--- src/rtl/cbt_pkg.sv ---
// Shared types for the continuous burst link transmitter.
package cbt_pkg;

    // Word type presented with every link word.
    typedef enum logic [1:0] {
        TAG_DATA = 2'b00,
        TAG_HDR  = 2'b01,
        TAG_CONT = 2'b10,
        TAG_END  = 2'b11
    } cbt_tag_e;

    // Controller phases.
    typedef enum logic [1:0] {
        ST_IDLE,
        ST_ARB,
        ST_XFER,
        ST_BND
    } cbt_state_e;

endpackage

--- src/rtl/cbt_seg_len.sv ---
// Segment length: the number of waiting whole packets capped at MAX_BURST.
// Assumes the count never exceeds what CNT_W can hold.
module cbt_seg_len #(
    parameter int CNT_W     = 8,
    parameter int MAX_BURST = 8,
    parameter int LEN_W     = 4
) (
    input  logic [CNT_W-1:0] count,
    output logic [LEN_W-1:0] len
);

    logic capped;

    // Pick the cap or the raw count.
    always_comb begin
        capped = (32'(count) > MAX_BURST);
        len    = capped ? LEN_W'(MAX_BURST) : LEN_W'(count);
    end

endmodule

--- src/rtl/cbt_arb_stats.sv ---
// Counts medium requests; one pulse on inc adds one. Wraps at 2**STAT_W.
module cbt_arb_stats #(
    parameter int STAT_W = 16
) (
    input  logic              clk,
    input  logic              rst_n,
    input  logic              inc,
    output logic [STAT_W-1:0] count
);

    // Request counter.
    always_ff @(posedge clk) begin
        if (!rst_n) begin
            count <= '0;
        end else if (inc) begin
            count <= count + STAT_W'(1);
        end
    end

endmodule

--- src/rtl/cbt_tx_out.sv ---
// Output register for the link word. Data words pass the FIFO head through;
// control words carry the segment length (zero for the end word).
// Idle cycles present all zeros.
module cbt_tx_out
    import cbt_pkg::*;
#(
    parameter int DATA_W = 32,
    parameter int LEN_W  = 4
) (
    input  logic              clk,
    input  logic              rst_n,
    input  logic              emit_valid,
    input  cbt_tag_e          emit_tag,
    input  logic [LEN_W-1:0]  emit_len,
    input  logic [DATA_W-1:0] fifo_data,
    output logic              tx_valid,
    output logic [1:0]        tx_tag,
    output logic [DATA_W-1:0] tx_data
);

    // Register one link word per cycle.
    always_ff @(posedge clk) begin
        if (!rst_n) begin
            tx_valid <= 1'b0;
            tx_tag   <= 2'b00;
            tx_data  <= '0;
        end else if (emit_valid) begin
            tx_valid <= 1'b1;
            tx_tag   <= emit_tag;
            tx_data  <= (emit_tag == TAG_DATA) ? fifo_data : DATA_W'(emit_len);
        end else begin
            tx_valid <= 1'b0;
            tx_tag   <= 2'b00;
            tx_data  <= '0;
        end
    end

endmodule

--- src/rtl/cbt_tx_fsm.sv ---
// Frame sequencer. Sends the header first, then requests the medium. Once
// granted it reads seg_len packets, and at each boundary either continues
// with a fresh segment or ends the frame. Assumes fifo_count counts whole
// packets not yet started and that the grant stays up while requested.
module cbt_tx_fsm
    import cbt_pkg::*;
#(
    parameter int PKT_WORDS = 4,
    parameter int CNT_W     = 8,
    parameter int LEN_W     = 4,
    parameter int WCNT_W    = 6
) (
    input  logic              clk,
    input  logic              rst_n,
    input  logic              fifo_valid,
    input  logic [CNT_W-1:0]  fifo_count,
    input  logic [LEN_W-1:0]  seg_len,
    input  logic              arb_gnt,
    output logic              fifo_rd,
    output logic              arb_req,
    output logic              arb_start,
    output logic              emit_valid,
    output cbt_tag_e          emit_tag,
    output logic [LEN_W-1:0]  emit_len
);

    cbt_state_e        state_q;
    logic              req_q;
    logic [WCNT_W-1:0] words_q;
    logic [WCNT_W-1:0] seg_words;
    logic              has_pkt;

    // Words in the segment being opened and whether packets wait.
    always_comb begin
        seg_words = WCNT_W'(seg_len) * WCNT_W'(PKT_WORDS);
        has_pkt   = (fifo_count != '0);
    end

    // Word selection and FIFO pop for the current phase.
    always_comb begin
        emit_valid = 1'b0;
        emit_tag   = TAG_DATA;
        emit_len   = '0;
        fifo_rd    = 1'b0;
        arb_start  = 1'b0;
        unique case (state_q)
            ST_IDLE: begin
                if (has_pkt) begin
                    emit_valid = 1'b1;
                    emit_tag   = TAG_HDR;
                    emit_len   = seg_len;
                end
            end
            ST_ARB: begin
                arb_start = !req_q;
            end
            ST_XFER: begin
                fifo_rd    = fifo_valid;
                emit_valid = fifo_valid;
                emit_tag   = TAG_DATA;
            end
            ST_BND: begin
                emit_valid = 1'b1;
                emit_tag   = has_pkt ? TAG_CONT : TAG_END;
                emit_len   = has_pkt ? seg_len : '0;
            end
            default: ;
        endcase
    end

    // Phase, request and remaining-word registers.
    always_ff @(posedge clk) begin
        if (!rst_n) begin
            state_q <= ST_IDLE;
            req_q   <= 1'b0;
            words_q <= '0;
        end else begin
            unique case (state_q)
                ST_IDLE: begin
                    if (has_pkt) begin
                        words_q <= seg_words;
                        state_q <= ST_ARB;
                    end
                end
                ST_ARB: begin
                    req_q <= 1'b1;
                    if (req_q && arb_gnt) begin
                        state_q <= ST_XFER;
                    end
                end
                ST_XFER: begin
                    if (fifo_valid) begin
                        words_q <= words_q - WCNT_W'(1);
                        if (words_q == WCNT_W'(1)) begin
                            state_q <= ST_BND;
                        end
                    end
                end
                ST_BND: begin
                    if (has_pkt) begin
                        words_q <= seg_words;
                        state_q <= ST_XFER;
                    end else begin
                        req_q   <= 1'b0;
                        state_q <= ST_IDLE;
                    end
                end
                default: state_q <= ST_IDLE;
            endcase
        end
    end

    assign arb_req = req_q;

endmodule

--- src/rtl/cbt_link_tx.sv ---
// Continuous burst link transmitter top. Wires the segment-length cap, the
// frame sequencer, the output register and the request counter. Assumes a
// show-ahead FIFO whose count covers whole packets only.
module cbt_link_tx
    import cbt_pkg::*;
#(
    parameter int DATA_W    = 32,
    parameter int PKT_WORDS = 4,
    parameter int MAX_BURST = 8,
    parameter int CNT_W     = 8,
    parameter int STAT_W    = 16
) (
    input  logic              clk,
    input  logic              rst_n,
    input  logic              fifo_valid,
    input  logic [DATA_W-1:0] fifo_data,
    input  logic [CNT_W-1:0]  fifo_count,
    output logic              fifo_rd,
    output logic              arb_req,
    input  logic              arb_gnt,
    output logic              tx_valid,
    output logic [1:0]        tx_tag,
    output logic [DATA_W-1:0] tx_data,
    output logic [STAT_W-1:0] arb_count
);

    localparam int LEN_W  = $clog2(MAX_BURST + 1);
    localparam int WCNT_W = $clog2(MAX_BURST * PKT_WORDS + 1);

    logic [LEN_W-1:0] seg_len;
    logic             arb_start;
    logic             emit_valid;
    cbt_tag_e         emit_tag;
    logic [LEN_W-1:0] emit_len;

    cbt_seg_len #(
        .CNT_W(CNT_W), .MAX_BURST(MAX_BURST), .LEN_W(LEN_W)
    ) u_len (
        .count(fifo_count),
        .len  (seg_len)
    );

    cbt_tx_fsm #(
        .PKT_WORDS(PKT_WORDS), .CNT_W(CNT_W), .LEN_W(LEN_W), .WCNT_W(WCNT_W)
    ) u_fsm (
        .clk       (clk),
        .rst_n     (rst_n),
        .fifo_valid(fifo_valid),
        .fifo_count(fifo_count),
        .seg_len   (seg_len),
        .arb_gnt   (arb_gnt),
        .fifo_rd   (fifo_rd),
        .arb_req   (arb_req),
        .arb_start (arb_start),
        .emit_valid(emit_valid),
        .emit_tag  (emit_tag),
        .emit_len  (emit_len)
    );

    cbt_tx_out #(
        .DATA_W(DATA_W), .LEN_W(LEN_W)
    ) u_out (
        .clk       (clk),
        .rst_n     (rst_n),
        .emit_valid(emit_valid),
        .emit_tag  (emit_tag),
        .emit_len  (emit_len),
        .fifo_data (fifo_data),
        .tx_valid  (tx_valid),
        .tx_tag    (tx_tag),
        .tx_data   (tx_data)
    );

    cbt_arb_stats #(
        .STAT_W(STAT_W)
    ) u_stats (
        .clk  (clk),
        .rst_n(rst_n),
        .inc  (arb_start),
        .count(arb_count)
    );

endmodule

--- config.mk ---
export PLATFORM = sky130hd
export DESIGN_NAME = cbt_link_tx
export DESIGN_NICKNAME = d
export VERILOG_FILES = /design/src/rtl/cbt_pkg.sv /design/src/rtl/cbt_seg_len.sv /design/src/rtl/cbt_arb_stats.sv /design/src/rtl/cbt_tx_out.sv /design/src/rtl/cbt_tx_fsm.sv /design/src/rtl/cbt_link_tx.sv
export SDC_FILE = /design/constraint.sdc
export NUM_CORES = 1
export LEC_CHECK = 0
export CORE_MARGIN = 5
export CORE_UTILIZATION = 36
export CTS_CLUSTER_DIAMETER = 30
export DETAILED_ROUTE_END_ITERATION = 12
export PLACE_DENSITY = 0.69
export SYNTH_ARGS = -nofsm -noshare
export SYNTH_HDL_FRONTEND = slang
export SYNTH_SLANG_ARGS = --single-unit
--- constraint.sdc ---
create_clock -name clk -period 2.2 [get_ports clk]
set_input_delay 0.44 -clock clk [delete_from_list [all_inputs] [get_ports clk]]
set_output_delay 0.44 -clock clk [all_outputs]
set_load 0.02 [all_outputs]
==> out/metrics.cfg <==
[timing]
fin_crit_ns=1.993
setup_viol=0
max_slew_margin_pct=72.25
fin_crit_sh_pct=90.59
maxSlewViolCount=0
hold_viol=0
timing.fmax_ghz=0.5017
finalClockSkew_ns=0.008022
rsz0062_at_grt=false
worst_pin_slew_ns=0.4163

[clock_network]
cts_root_buffer=clkbuf_8
clock_sinks=60
h-tree-depth=3
clk_latency_ns=0.33
cts.path.max_buffers=2
clk_pin_slew_ns=0.07
cts_tree=built
postCtsHoldBufs=0
cts_buffers=9

[logic_synthesis]
synthTopCellsByArea=dfxtp_1, and2_1, ha_1, nand2_1, xor2_1
synth_top_cell_area_share_pct=49.82
synth_mux_area_share_pct=0.8303
syn_inst=253
seq_area_frac_synth_pct=49.82
synth_area_per_cell_um2=9.530
synth_nets=304
syn-cell-area_mm2=0.002411
yosysMostFrequentCell=dfxtp_1
yosys.area_share.simple_pct=27.45
synthFlopType=dfxtp_1
synth_largest_area_cell=dfxtp_1
ys_ff_latch=60
synth_top_family_by_area=simple AND/OR/NAND/NOR gates
synth_compound_area_share_pct=10.12
synth_edf_count=0
yosys_warnings=0
synthAdderAreaFrac_pct=3.633
synth.lib_cells_used.distinct=38
synth-xor-area-share_pct=4.722
async_reset_ff_share_pct=0
yosys-top-cells-count=dfxtp_1, and2_1, nand2_1, inv_1

[die]
pin_count=97
core-area_mm2=0.006422
start_util_pct=37.54
die_area_mm2=0.008434
fp.dieH_um=91.84
rows=29
die-width_um=91.84

[placement]
gp_congestion=0.7972
portBuffers=96
hpwl_um=4695
dp_cells=434

[run_status]
status=completed

[global_routing]
top_usage_layer=met2
grt_max_degree=31
grt_usage_pct=14.84
met1_usage_pct=17.17
use_met3_pct=3.601
grt_util_met2_pct=24.83
grt_pass1_vias=2061
overflow=0
grt_pass1_wl_um=9880
antenna_found_initial=0

[routing]
num_vias=2123
drc=0
wl_um=6145
drt_iter0_markers=101
via_per_inst=4.718
first_pass_iters=4
ant_nets=0
wl_per_cell_um=13.66

[finish]
fin_nets=419
finish.utilization_pct=58.99
drive_gt1_share_pct=10.99
num_antenna_cells=0
area_growth_pct=57.14
finalNonFillerCells=450

[power_and_ir_drop]
power.density_mw_per_mm2=942.1
ir_worst_vdd_mv=0.5896
power_leakage_uw=0.001493

[setup_path]
crit_required_ns=2.44
startpoint_type=register
path_max_fanout=8
crit_path_end_kind=register
worst-setup-path-type=reg -> reg
arrival_ns=2.24

[run]
drv_cap=0

[min_path]
hold_path_class=reg -> reg

## sequential cells by signal, summed over array words and instances (netlist names)
register        flops
u_fsm.arb_req       1
u_fsm.state_q       2
u_fsm.words_q       6
u_out.tx_data      32
u_out.tx_tag        2
u_out.tx_valid      1
u_stats.count      16
## placed cells by master (no fill, tap or decap), drive strengths merged, types with 3 or more instances in the layout
master         netlist  routed
o21ai                9       9
buf                  0      16
nand4                5       5
a32o                 3       3
and2                42      42
clkinv               0       3
a21oi               12      12
xor2                 7       7
dfxtp               60      60
or3                  5       5
nor2b                3       3
xnor2                6       6
a21boi               5       5
clkdlybuf4s50        0      95
nand2               18      18
inv                 13      14
nor2                 8       8
nor3                11      11
nand3                6       6
or2                  3       3
ha                   7       7
clkbuf               8       9
## logic make-up after synthesis
family | Yosys count
fa+ha+maj | 7
compound gates | 38
mux | 2
xor+xnor | 13
flops | 60
buf+inv | 21
simple gates | 112
## stage by stage
step | total power (uW) | hold WS [ns] | TNS (ns) | setup slack, ns | instance area, um^2
finish | 3569 | 0.5230 | 0 | 0.2069 | 3789
global route | 3799 | 0.5707 | 0 | 0.03257 | 3789
CTS | 3599 | 0.5280 | 0 | 0.2032 | 3789
detailed placement | 2486 | 0.5150 | -0.03733 | -0.01286 | 3567
global placement | 2459 | 0.4840 | 0 | 0.01849 | 3567
floorplan | 2067 | 0.5009 | 0 | 0.4298 | 2411
## cell type report
| class | count | area [um^2] |
|---|---|---|
| Clock buffer | 9 | 123.9 |
| Clock inverter | 7 | 98.84 |
| Fill cell | 551 | 2634 |
| Inverter | 13 | 48.80 |
| Multi-Input combinational cell | 172 | 1127 |
| Sequential cell | 60 | 1201 |
| Tap cell | 77 | 96.34 |
| Timing Repair Buffer | 112 | 1092 |
## critical path, stage by stage, from the launching register on
cell,delay (ns)
dfxtp_1,0.34
inv_1,0.11
ha_1,0.26
and2b_1,0.26
nand4_1,0.34
or3_1,0.41
a21boi_0,0.18
## per-layer routing
metal  part of all wire (%)  up-vias  wire, um
met2                     50       57      3100
met5                      0        -         0
li1                       -     1092         -
met4                    2.6        0       159
met1                     42      965      2585
met3                    4.9        9       300
## path summary, 6_finish.rpt
check	start	end	slack [ns]	cells past startpoint
setup reg to reg	u_fsm.state_q[1]	u_stats.count[14]	0.21	6
setup / recovery	u_fsm.state_q[1]	u_stats.count[14]	0.21	6
hold reg to reg	u_stats.count[13]	u_stats.count[13]	0.52	2
hold / removal	u_stats.count[13]	u_stats.count[13]	0.52	2
## where the power goes
group	internal [uW]	switching [uW]	total (uW)
Sequential	1210	99.2	1310
Combinational	557	606	1160
Clock	643	454	1100
## timing repair
item / in CTS / in global routing
hold endpoints to repair: 0 / 0
gates resized for setup: 1 / 0
endpoints found under the setup margin: 1 / 0
setup buffers: 0 / 0
Note: power is estimated with default switching activity, not from simulation.
